`src/rtl/bitop_pkg.sv`:
```
package bitop_pkg;

  localparam int OPC_W   = 8;
  localparam int BYTE_W  = 8;
  localparam int SEL_W   = $clog2(BYTE_W);

  typedef enum logic [2:0] {
    K_BAD,
    K_CLRBIT,
    K_SETBIT,
    K_BRCLR,
    K_BRSET,
    K_TCLR,
    K_TSET
  } op_kind_e;

  typedef struct packed {
    op_kind_e           kind;
    logic [SEL_W-1:0]   bit_sel;
  } op_dec_t;

  typedef enum logic [2:0] {
    ST_IDLE,
    ST_OPA,
    ST_OPB,
    ST_WAIT,
    ST_DATA,
    ST_FIN
  } seq_st_e;

  function automatic logic kind_is_branch(op_kind_e k);
    return (k == K_BRCLR) || (k == K_BRSET);
  endfunction

  function automatic logic kind_is_test(op_kind_e k);
    return (k == K_TCLR) || (k == K_TSET);
  endfunction

  function automatic logic kind_writes(op_kind_e k);
    return (k == K_CLRBIT) || (k == K_SETBIT) || kind_is_test(k);
  endfunction

endpackage

```
`src/rtl/bitop_decoder.sv`:
```
module bitop_decoder
  import bitop_pkg::*;
(
  input  logic [OPC_W-1:0] opcode_i,
  output op_dec_t          dec_o
);

  always_comb begin
    dec_o.kind    = K_BAD;
    dec_o.bit_sel = opcode_i[SEL_W+3:4];
    case (opcode_i[3:0])
      4'h7: dec_o.kind = opcode_i[7] ? K_SETBIT : K_CLRBIT;
      4'hF: dec_o.kind = opcode_i[7] ? K_BRSET  : K_BRCLR;
      4'h4: begin
        if (opcode_i[7:4] == 4'h0)
          dec_o.kind = K_TSET;
        else if (opcode_i[7:4] == 4'h1)
          dec_o.kind = K_TCLR;
      end
      default: dec_o.kind = K_BAD;
    endcase
  end

endmodule

```
`src/rtl/bitop_alu.sv`:
```
module bitop_alu
  import bitop_pkg::*;
#(
  parameter int DATA_W = BYTE_W,
  localparam int SW    = $clog2(DATA_W)
)(
  input  op_kind_e          kind_i,
  input  logic [SW-1:0]     sel_i,
  input  logic [DATA_W-1:0] mem_i,
  input  logic [DATA_W-1:0] acc_i,
  output logic [DATA_W-1:0] wdata_o,
  output logic              bit_o,
  output logic              zero_o
);

  logic [DATA_W-1:0] mask;

  for (genvar i = 0; i < DATA_W; i++) begin : g_mask
    assign mask[i] = (sel_i == SW'(i));
  end

  assign bit_o  = |(mem_i & mask);
  assign zero_o = ~|(mem_i & acc_i);

  always_comb begin
    case (kind_i)
      K_CLRBIT: wdata_o = mem_i & ~mask;
      K_SETBIT: wdata_o = mem_i | mask;
      K_TCLR:   wdata_o = mem_i & ~acc_i;
      K_TSET:   wdata_o = mem_i | acc_i;
      default:  wdata_o = mem_i;
    endcase
  end

endmodule

```
`src/rtl/bitop_next_pc.sv`:
```
module bitop_next_pc
  import bitop_pkg::*;
#(
  parameter int ADDR_W = 16,
  parameter int DATA_W = BYTE_W
)(
  input  op_kind_e          kind_i,
  input  logic [ADDR_W-1:0] pc_i,
  input  logic [DATA_W-1:0] disp_i,
  input  logic              bit_i,
  output logic [ADDR_W-1:0] next_pc_o,
  output logic              taken_o
);

  localparam int EXT_W = ADDR_W - DATA_W;

  logic [ADDR_W-1:0] seq_pc;
  logic [ADDR_W-1:0] disp_ext;
  logic [ADDR_W-1:0] target;

  assign seq_pc   = pc_i + (kind_is_branch(kind_i) ? ADDR_W'(3) : ADDR_W'(2));
  assign disp_ext = {{EXT_W{disp_i[DATA_W-1]}}, disp_i};
  assign target   = seq_pc + disp_ext;

  assign taken_o   = ((kind_i == K_BRCLR) && !bit_i) ||
                     ((kind_i == K_BRSET) &&  bit_i);
  assign next_pc_o = taken_o ? target : seq_pc;

endmodule

```
`src/rtl/bitop_sequencer.sv`:
```
module bitop_sequencer
  import bitop_pkg::*;
#(
  parameter int ADDR_W = 16,
  parameter int DATA_W = BYTE_W,
  localparam int SW    = $clog2(DATA_W),
  localparam int PG_W  = ADDR_W - DATA_W
)(
  input  logic              clk,
  input  logic              rst,
  input  logic              start_i,
  input  op_dec_t           dec_i,
  input  logic [ADDR_W-1:0] pc_i,
  input  logic [DATA_W-1:0] acc_i,
  input  logic [DATA_W-1:0] mem_rdata_i,
  // datapath hooks
  output op_kind_e          kind_o,
  output logic [SW-1:0]     sel_o,
  output logic [DATA_W-1:0] acc_o,
  output logic [ADDR_W-1:0] pc_o,
  output logic [DATA_W-1:0] disp_o,
  input  logic [DATA_W-1:0] alu_wdata_i,
  input  logic              alu_zero_i,
  input  logic [ADDR_W-1:0] npc_i,
  input  logic              taken_i,
  // memory port
  output logic [ADDR_W-1:0] mem_addr_o,
  output logic              mem_rd_o,
  output logic              mem_wr_o,
  output logic [DATA_W-1:0] mem_wdata_o,
  // completion
  output logic              done_o,
  output logic [ADDR_W-1:0] next_pc_o,
  output logic              z_o,
  output logic              z_valid_o,
  output logic              taken_o,
  output logic              err_o,
  output logic              busy_o
);

  localparam logic [PG_W-1:0] ZP_PAGE = '0;

  seq_st_e           state;
  op_kind_e          kind_q;
  logic [SW-1:0]     sel_q;
  logic [ADDR_W-1:0] pc_q;
  logic [DATA_W-1:0] acc_q;
  logic [DATA_W-1:0] zp_q;
  logic [DATA_W-1:0] disp_q;

  logic [ADDR_W-1:0] res_pc;
  logic              res_z;
  logic              res_zv;
  logic              res_tk;
  logic              res_err;

  assign kind_o = kind_q;
  assign sel_o  = sel_q;
  assign acc_o  = acc_q;
  assign pc_o   = pc_q;
  assign disp_o = disp_q;
  assign busy_o = (state != ST_IDLE);

  always_ff @(posedge clk) begin
    if (rst) begin
      state       <= ST_IDLE;
      kind_q      <= K_BAD;
      sel_q       <= '0;
      pc_q        <= '0;
      acc_q       <= '0;
      zp_q        <= '0;
      disp_q      <= '0;
      res_pc      <= '0;
      res_z       <= 1'b0;
      res_zv      <= 1'b0;
      res_tk      <= 1'b0;
      res_err     <= 1'b0;
      mem_addr_o  <= '0;
      mem_rd_o    <= 1'b0;
      mem_wr_o    <= 1'b0;
      mem_wdata_o <= '0;
      done_o      <= 1'b0;
      next_pc_o   <= '0;
      z_o         <= 1'b0;
      z_valid_o   <= 1'b0;
      taken_o     <= 1'b0;
      err_o       <= 1'b0;
    end else begin
      mem_rd_o  <= 1'b0;
      mem_wr_o  <= 1'b0;
      done_o    <= 1'b0;
      z_valid_o <= 1'b0;
      taken_o   <= 1'b0;
      err_o     <= 1'b0;

      case (state)
        ST_IDLE: begin
          if (start_i) begin
            kind_q <= dec_i.kind;
            sel_q  <= dec_i.bit_sel;
            pc_q   <= pc_i;
            acc_q  <= acc_i;
            if (dec_i.kind == K_BAD) begin
              res_pc  <= pc_i;
              res_err <= 1'b1;
              res_z   <= 1'b0;
              res_zv  <= 1'b0;
              res_tk  <= 1'b0;
              state   <= ST_FIN;
            end else begin
              res_err    <= 1'b0;
              mem_addr_o <= pc_i + ADDR_W'(1);
              mem_rd_o   <= 1'b1;
              state      <= ST_OPA;
            end
          end
        end

        ST_OPA: begin
          if (kind_is_branch(kind_q)) begin
            mem_addr_o <= pc_q + ADDR_W'(2);
            mem_rd_o   <= 1'b1;
          end
          state <= ST_OPB;
        end

        ST_OPB: begin
          zp_q       <= mem_rdata_i;
          mem_addr_o <= {ZP_PAGE, mem_rdata_i};
          mem_rd_o   <= 1'b1;
          state      <= ST_WAIT;
        end

        ST_WAIT: begin
          if (kind_is_branch(kind_q))
            disp_q <= mem_rdata_i;
          state <= ST_DATA;
        end

        ST_DATA: begin
          if (kind_writes(kind_q)) begin
            mem_wr_o    <= 1'b1;
            mem_addr_o  <= {ZP_PAGE, zp_q};
            mem_wdata_o <= alu_wdata_i;
          end
          res_pc <= npc_i;
          res_tk <= taken_i;
          res_zv <= kind_is_test(kind_q);
          res_z  <= kind_is_test(kind_q) && alu_zero_i;
          state  <= ST_FIN;
        end

        ST_FIN: begin
          done_o    <= 1'b1;
          next_pc_o <= res_pc;
          z_o       <= res_z;
          z_valid_o <= res_zv;
          taken_o   <= res_tk;
          err_o     <= res_err;
          state     <= ST_IDLE;
        end

        default: state <= ST_IDLE;
      endcase
    end
  end

endmodule

```
`src/rtl/bitop_exec_unit.sv`:
```
module bitop_exec_unit
  import bitop_pkg::*;
#(
  parameter int ADDR_W = 16,
  parameter int DATA_W = BYTE_W
)(
  input  logic              clk,
  input  logic              rst,
  input  logic              start_i,
  input  logic [OPC_W-1:0]  opcode_i,
  input  logic [ADDR_W-1:0] pc_i,
  input  logic [DATA_W-1:0] acc_i,
  output logic [ADDR_W-1:0] mem_addr_o,
  output logic              mem_rd_o,
  output logic              mem_wr_o,
  output logic [DATA_W-1:0] mem_wdata_o,
  input  logic [DATA_W-1:0] mem_rdata_i,
  output logic              done_o,
  output logic [ADDR_W-1:0] next_pc_o,
  output logic              z_o,
  output logic              z_valid_o,
  output logic              taken_o,
  output logic              err_o
);

  localparam int SW = $clog2(DATA_W);

  op_dec_t           dec;
  op_kind_e          kind;
  logic [SW-1:0]     sel;
  logic [DATA_W-1:0] acc_q;
  logic [ADDR_W-1:0] pc_q;
  logic [DATA_W-1:0] disp_q;
  logic [DATA_W-1:0] alu_wdata;
  logic              alu_bit;
  logic              alu_zero;
  logic [ADDR_W-1:0] npc;
  logic              br_taken;
  logic              seq_busy;

  bitop_decoder u_dec (
    .opcode_i (opcode_i),
    .dec_o    (dec)
  );

  bitop_alu #(.DATA_W(DATA_W)) u_alu (
    .kind_i  (kind),
    .sel_i   (sel),
    .mem_i   (mem_rdata_i),
    .acc_i   (acc_q),
    .wdata_o (alu_wdata),
    .bit_o   (alu_bit),
    .zero_o  (alu_zero)
  );

  bitop_next_pc #(.ADDR_W(ADDR_W), .DATA_W(DATA_W)) u_npc (
    .kind_i    (kind),
    .pc_i      (pc_q),
    .disp_i    (disp_q),
    .bit_i     (alu_bit),
    .next_pc_o (npc),
    .taken_o   (br_taken)
  );

  bitop_sequencer #(.ADDR_W(ADDR_W), .DATA_W(DATA_W)) u_seq (
    .clk         (clk),
    .rst         (rst),
    .start_i     (start_i),
    .dec_i       (dec),
    .pc_i        (pc_i),
    .acc_i       (acc_i),
    .mem_rdata_i (mem_rdata_i),
    .kind_o      (kind),
    .sel_o       (sel),
    .acc_o       (acc_q),
    .pc_o        (pc_q),
    .disp_o      (disp_q),
    .alu_wdata_i (alu_wdata),
    .alu_zero_i  (alu_zero),
    .npc_i       (npc),
    .taken_i     (br_taken),
    .mem_addr_o  (mem_addr_o),
    .mem_rd_o    (mem_rd_o),
    .mem_wr_o    (mem_wr_o),
    .mem_wdata_o (mem_wdata_o),
    .done_o      (done_o),
    .next_pc_o   (next_pc_o),
    .z_o         (z_o),
    .z_valid_o   (z_valid_o),
    .taken_o     (taken_o),
    .err_o       (err_o),
    .busy_o      (seq_busy)
  );

endmodule

```
`config.mk`:
```
export PLATFORM = sky130hd
export DESIGN_NAME = bitop_exec_unit
export DESIGN_NICKNAME = d
export VERILOG_FILES = /design/src/rtl/bitop_pkg.sv /design/src/rtl/bitop_decoder.sv /design/src/rtl/bitop_alu.sv /design/src/rtl/bitop_next_pc.sv /design/src/rtl/bitop_sequencer.sv /design/src/rtl/bitop_exec_unit.sv
export SDC_FILE = /design/constraint.sdc
export NUM_CORES = 1
export LEC_CHECK = 0
export ABC_AREA = 1
export BUFFER_PORTS_ARGS = -buffer_cell sky130_fd_sc_hd__buf_4
export CORE_UTILIZATION = 55
export CTS_CLUSTER_DIAMETER = 200
export DETAILED_ROUTE_END_ITERATION = 7
export PLACE_DENSITY_LB_ADDON = 0.25
export SLEW_MARGIN = 10
export SYNTH_ARGS = -nofsm -noshare
export SYNTH_HDL_FRONTEND = slang
export SYNTH_HIERARCHICAL = 1
export SYNTH_SLANG_ARGS = --single-unit
```
`constraint.sdc`:
```
create_clock -name clk -period 7.71 [get_ports clk]
set_clock_uncertainty 0.1 [all_clocks]
set_input_delay 0.771 -clock clk [delete_from_list [all_inputs] [get_ports clk]]
set_output_delay 0.771 -clock clk [all_outputs]
set_load 0.05 [all_outputs]
```
==> impl_results.md, run 1 <==
- HPWL after DPL: 15680 µm
- Status: completed
- GR Util All Layers: 31.28%
- Yosys warnings: 6
- CP bufs+invs: 5
- Clk_lat worst skew: ~0.42 ns
- CTS root buffer: clkbuf_16
- Maximum root-to-sink buffer count: 2
- DR vias: between 8000 and 9000
- CP Max Fanout: 7
- 1st-pass router iterations: 8
- Syn Nets: between 1000 and 1500
- Most used cell, CP: inv_1
- # rows: 42
- Crit-path max cell delay: between 0.4 and 0.5 ns
- Met1 GRT Util: roughly 37%
- DP Area: 8280 µm²
- Final Hold Vio Count: 0
- F_max: approximately 0.28 GHz
- Synth-to-Final Area Change: 16.54%
- Max IR drop VDD: 0.0002305 V
- RSZ-0062 raised after global routing: no
- Placer Congestion: 0.9631
- Average cell area after synthesis: between 6 and 7 µm²
- Effective utilization at floorplan: a little under three fifths
- Nets@finish: around 1400
- PostCTS Resize Cnt: 0
- DRT Wirelength: ~22000 µm
- Grt met2 use: a little over half
- Reg clk slew, reported paths: 0.06 ns
- Pwr Density: between 300 and 400 nW/µm²
- Max Cap Viol: 0
- Total grt overflow: 0
- Slew @ Worst Pin: roughly 0.90 ns
- Via/cell ratio: roughly 5.4
- Post-CTS setup buffer count: 0
- CORE AREA: between 10000 and 15000 µm²
- Fraction of layout instances using a drive strength above 1: a little over an eighth
- First-pass GRT wire length: 35520 µm
- Most Crowded Layer GR: met2
- Largest net degree at the start of global routing: 60
- Crit end category: flop
- Leakage: between 4 and 5 nW
- Post-Layout Inst Area: 8896 µm²
- Critical path launch point type: flop
- # H-tree levels: 4
- Ant. Diodes: 0
- Die X-Extent: between 100 and 150 µm
- Setup tns final: 0 ns
- CP max stage cell: dfxtp_1
- DRC Markers: 0
- Post-Syn Area: roughly 7600 µm²
- Worst min path class: reg -> reg
- Die Y: about 120 µm
- I/O pins: 90
- Rel. slew slack: 39.56%
- Worst Setup Path Type: reg -> reg
- DRT iter0 DRCs: 762
- Crit path arrival time: between 3 and 4 ns
- CTS buffer count: 17
- Final setup vio count: 0
- Number of fill cells: ~1300
- Die area: about 14000 µm²
- TritonCTS Sinks: 116
- TritonCTS clock tree: yes
- IO buf count: 89
- Worst Path Required: a little under 8 ns
- Post-route ant nets: 0
- DR WL/cell: 14.69 µm
- Cells after Synth: approximately 1200
- Met3 Usage GRT: ~5.2%
- CP top delay family: simple AND/OR/NAND/NOR gates
- CTS Hold Buffers Added: 0
- Initial antenna violation count: 0
- Vias in the first global route: 7495
- Final worst-path cycle share: a little under half
- Max-slew violations: 0
- Fin crit period: ~3.6 ns
-- power by group --
part / internal (mW) / total, mW / switching (mW)
Combinational: 0.433 / 1.43 / 0.994
Sequential: 0.739 / 0.892 / 0.153
Clock: 0.519 / 0.824 / 0.304
Total: 1.69 / 3.14 / 1.45
-- sequential cells by signal (all words and copies together) (netlist names), 3 cells and up --
name               flops
u_seq/acc_o            8
u_seq/disp_o           8
u_seq/kind_o           3
u_seq/mem_addr_o      16
u_seq/mem_wdata_o      8
u_seq/next_pc_o       16
u_seq/pc_o            16
u_seq/res_pc          16
u_seq/sel_o            3
u_seq/state            3
u_seq/zp_q             8
-- cell type report --
class | count | area, µm² | area share [%]
Multi-Input combinational cell | 904 | 4452 | 50.04
Sequential cell | 116 | 2322 | 26.10
Timing Repair Buffer | 93 | 698.2 | 7.848
Inverter | 156 | 588.1 | 6.610
Clock buffer | 18 | 439.2 | 4.937
Tap cell | 176 | 220.2 | 2.475
Clock inverter | 14 | 176.4 | 1.983
-- worst paths after layout --
path	start	endpoint	slack, ns	cells after the start
setup / recovery	u_seq/kind_o[1]$_SDFFE_PP0P_	u_seq/res_pc[13]$_SDFFE_PP0P_	4.08	25
hold / removal	u_seq/next_pc_o[10]$_SDFFE_PP0N_	u_seq/next_pc_o[10]$_SDFFE_PP0N_	0.35	2
setup reg to reg	u_seq/kind_o[1]$_SDFFE_PP0P_	u_seq/res_pc[13]$_SDFFE_PP0P_	4.08	25
hold reg to reg	u_seq/next_pc_o[10]$_SDFFE_PP0N_	u_seq/next_pc_o[10]$_SDFFE_PP0N_	0.35	2
-- placed cells by master (no fill, tap or decap), drive strengths merged, types with 2 or more instances in the layout --
master / count
a31oi: 16
nor2: 156
inv: 156
xor2: 7
dfxtp: 116
nor3: 8
or2: 3
a21oi: 89
o21ai: 86
ha: 27
buf: 93
clkinvlp: 5
nor3b: 2
a211oi: 2
nand4: 15
xnor2: 12
clkbuf: 18
o21a: 2
a21o: 3
bufinv: 3
clkinv: 6
nand3: 125
nand2: 343
-- worst register-to-register path: cells and delay by family (launching register included) --
| family | cells | cell delay, ns |
|---|---|---|
| AOI/OAI and AO/OA | 2 | 0.30 |
| DFF | 1 | 0.44 |
| xor gates and xnor gates | 1 | 0.15 |
| and+or+nand+nor | 14 | 1.48 |
| buffers and inverters | 5 | 0.35 |
| adders and majority gates | 3 | 0.74 |
-- metal layers --
| layer | vias up | part of all wire [%] |
|---|---|---|
| met5 | - | 0 |
| met4 | 0 | 3.5 |
| met3 | 49 | 5.5 |
| met2 | 309 | 48 |
| met1 | 3613 | 43 |
| li1 | 4062 | - |
-- metrics by stage --
| stage | worst slack, ns | cells | util [%] | hold slack [ns] | total power, mW |
|---|---|---|---|---|---|
| final | 4.078 | 1477 | 66.39 | 0.3452 | 3.143 |
| after floorplan | 4.512 | 1227 | - | 0.3246 | 1.984 |
| after CTS | 4.037 | 1477 | 66.39 | 0.3475 | 3.136 |
| after global placement | 4.239 | 1445 | 61.79 | 0.3337 | 2.289 |
| after global routing | 3.602 | 1477 | 66.39 | 0.3719 | 3.345 |
| after detailed placement | 4.105 | 1445 | 61.79 | 0.3388 | 2.304 |
Power figures use the tool's default switching activity.
==> run 2, diff against run 1 <==
==> constraint.sdc (replaced) <==
create_clock -name clk -period 3.6 [get_ports clk]
set_clock_uncertainty 0.1 [all_clocks]
set_input_delay 0.36 -clock clk [delete_from_list [all_inputs] [get_ports clk]]
set_output_delay 0.36 -clock clk [all_outputs]
set_load 0.05 [all_outputs]
==> run 2 against run 1 <==
Effect of this change: fmax grew 9.4%; first-iteration DRC count decreased by 5.0%; largest power group unchanged; utilization up 0.93 points.
==> impl_results.md, run 2 (synthesized netlist as in run 1, its figures left out) <==
- Largest net degree at the start of global routing: ~60
- Reg clk slew, reported paths: roughly 0.060 ns
- Most common cell after layout, fill and taps aside: nand2_1
- Post-route ant nets: 0
- Fin crit period: between 3 and 4 ns
- Seq pwr share: 27.8%
- DP Area: about 8400 µm²
- DRT iter0 DRCs: just over 700
- Synth-to-Final Area Change: 18.18%
- Die X-Extent: between 100 and 150 µm
- Worst Setup Path Type: reg -> reg
- FF-to-FF path depth: 26
- Worst Path Required: between 3 and 4 ns
- # rows: between 40 and 50
- CP Capture Point: u_seq/res_pc[15]$_SDFFE_PP0P_
- Max-slew violations: 0
- Combinational power share: a little under half
- Placer Congestion: 0.9360
- Crit path arrival time: around 3.6 ns
- # H-tree levels: 4
- Max Cap Viol: 0
- Critical path launch point type: flop
- Rel. slew slack: 38.05%
- CTS root buffer: clkbuf_16
- Status: completed
- GR Util All Layers: between 30% and 40%
- Max IR drop VDD: a little under 0.0006 V
- Internal power: about 3.6 mW
- Number of fill cells: 1248
- Setup slack, reg-to-reg: between 0.2 and 0.3 ns
- Final Hold Vio Count: 0
- DRT Wirelength: approximately 22000 µm
- Die area: 14350 µm²
- Clk_lat worst skew: around 0.43 ns
- CTS buffer count: 17
- Total grt overflow: 0
- CP Max Fanout: 4
- Via/cell ratio: 5.494
- I/O pins: 90
- First-pass GRT wire length: approximately 36000 µm
- Nets@finish: 1374
- F_max: between 0.3 and 0.4 GHz
- Psw: 3.119 mW
- DR WL/cell: about 15 µm
- Fraction of layout instances using a drive strength above 1: between 15 and 20%
- Crit end category: flop
- Clock Power Share: around 25%
- Final worst-path cycle share: a little over 90%
- Initial antenna violation count: 0
- Die Y: roughly 120 µm
- CORE AREA: 13400 µm²
- Worst reg2reg endpoint: u_seq/res_pc[15]$_SDFFE_PP0P_
- Vias in the first global route: between 7000 and 8000
- Leakage: 4.223 nW
- Sw Share: 46.15%
- RR Startpoint: u_seq/kind_o[0]$_SDFFE_PP0P_
- Crit. Startpoint: u_seq/kind_o[0]$_SDFFE_PP0P_
- Maximum root-to-sink buffer count: 2
- Slew @ Worst Pin: around 0.9 ns
- 1st-pass router iterations: 5
- Ant. Diodes: 0
- Min Hold Slack: about 0.11 ns
- DRC Markers: 0
- Effective utilization at floorplan: between 50% and 60%
- TritonCTS clock tree: yes
- Commonest non-fill, non-tap cells in the layout: nand2_1 (328), nor2_1 (140), inv_1 (138), nand3_1 (124), dfxtp_1 (116)
- DR vias: 8197
- Post-Layout Inst Area: ~9000 µm²
- Fin util: approximately two thirds
- IO buf count: 89
- Final setup vio count: 0
- HPWL after DPL: 15680 µm
- TritonCTS Sinks: 116
- Pwr Density: between 700 and 800 nW/µm²
- Worst min path class: in -> reg
## run 2: per-stage QoR
| stage | instances | TNS (ns) | total power [mW] | worst slack [ns] |
|---|---|---|---|---|
| after global routing | 1492 | -0.04688 | 7.187 | -0.04533 |
| after CTS | 1487 | 0 | 6.686 | 0.1534 |
| after floorplan | 1227 | 0 | 4.248 | 0.4021 |
| after global placement | 1455 | 0 | 4.958 | 0.2699 |
| final | 1492 | 0 | 6.759 | 0.2808 |
| after detailed placement | 1455 | 0 | 5.010 | 0.1764 |
## run 2: cell type report
cell class                 count  area (µm²)  share of cell area (%)
sequential                   116        2322                   25.74
timing repair buffer         108       810.8                   8.988
clock inverter                13       132.6                   1.470
inverter                     156       588.1                   6.519
tap                          176       220.2                   2.441
clock buffer                  19       452.9                   5.021
multi-input combinational    904        4494                   49.82
## run 2: routing by layer
layer  routed length, µm  GRT usage, %  vias up
li1                    -             -     4096
met3                1620         7.224       71
met1                8826         36.89     3674
met4                 970         17.97        0
met2               10450         52.28      356
met5                   0             0        -
## run 2: power groups by stage
stage | logic (mW) | clock network (mW) | registers [mW]
3_5_place_dp | 3.12 | 0 | 1.89
2_1_floorplan | 2.11 | 0 | 2.14
4_1_cts | 3.14 | 1.67 | 1.87
5_1_grt | 3.53 | 1.74 | 1.91
3_3_place_gp | 3.07 | 0 | 1.89
6_report | 3.21 | 1.67 | 1.88
## run 2: worst min-delay path by stage
stage	slack (ns)	to	cells after the start	from
6_report	0.11	u_seq/acc_o[3]$_SDFFE_PP0P_	3	acc_i[3]
3_3_place_gp	0.33	u_seq/next_pc_o[12]$_SDFFE_PP0N_	2	u_seq/next_pc_o[12]$_SDFFE_PP0N_
4_1_cts	0.11	u_seq/acc_o[6]$_SDFFE_PP0P_	3	acc_i[6]
3_5_place_dp	0.34	u_seq/next_pc_o[6]$_SDFFE_PP0N_	2	u_seq/next_pc_o[6]$_SDFFE_PP0N_
2_1_floorplan	0.32	u_seq/err_o$_SDFF_PP0_	2	u_seq/res_err$_SDFFE_PP0P_
5_1_grt	0.11	u_seq/acc_o[1]$_SDFFE_PP0P_	3	acc_i[1]
## run 2: what timing repair did
| item | in CTS | in global routing |
|---|---|---|
| hold buffers | 0 | 0 |
| setup endpoints to repair | 0 | 6 |
| gates resized for setup | 0 | 10 |
| setup buffers | 0 | 5 |
## run 2: critical path, stage by stage, from the launching register on
cell and delay, ns:
dfxtp_1 0.32, inv_1 0.06, nor3_2 0.18, inv_1 0.06
nand2_1 0.06, ha_2 0.17, inv_1 0.05, ha_2 0.19
nor2_4 0.09, nand2_2 0.08, nor2_4 0.14, nand2_2 0.09
nor3_2 0.19, xor2_1 0.23, ha_1 0.31, a21o_1 0.17
nor2_1 0.11, nand2_1 0.07, inv_1 0.05, nand2_1 0.06
inv_1 0.05, nand3_1 0.06, nand2_1 0.06, nand2_1 0.04
nand2_1 0.07, nand2_1 0.05, a31oi_1 0.13
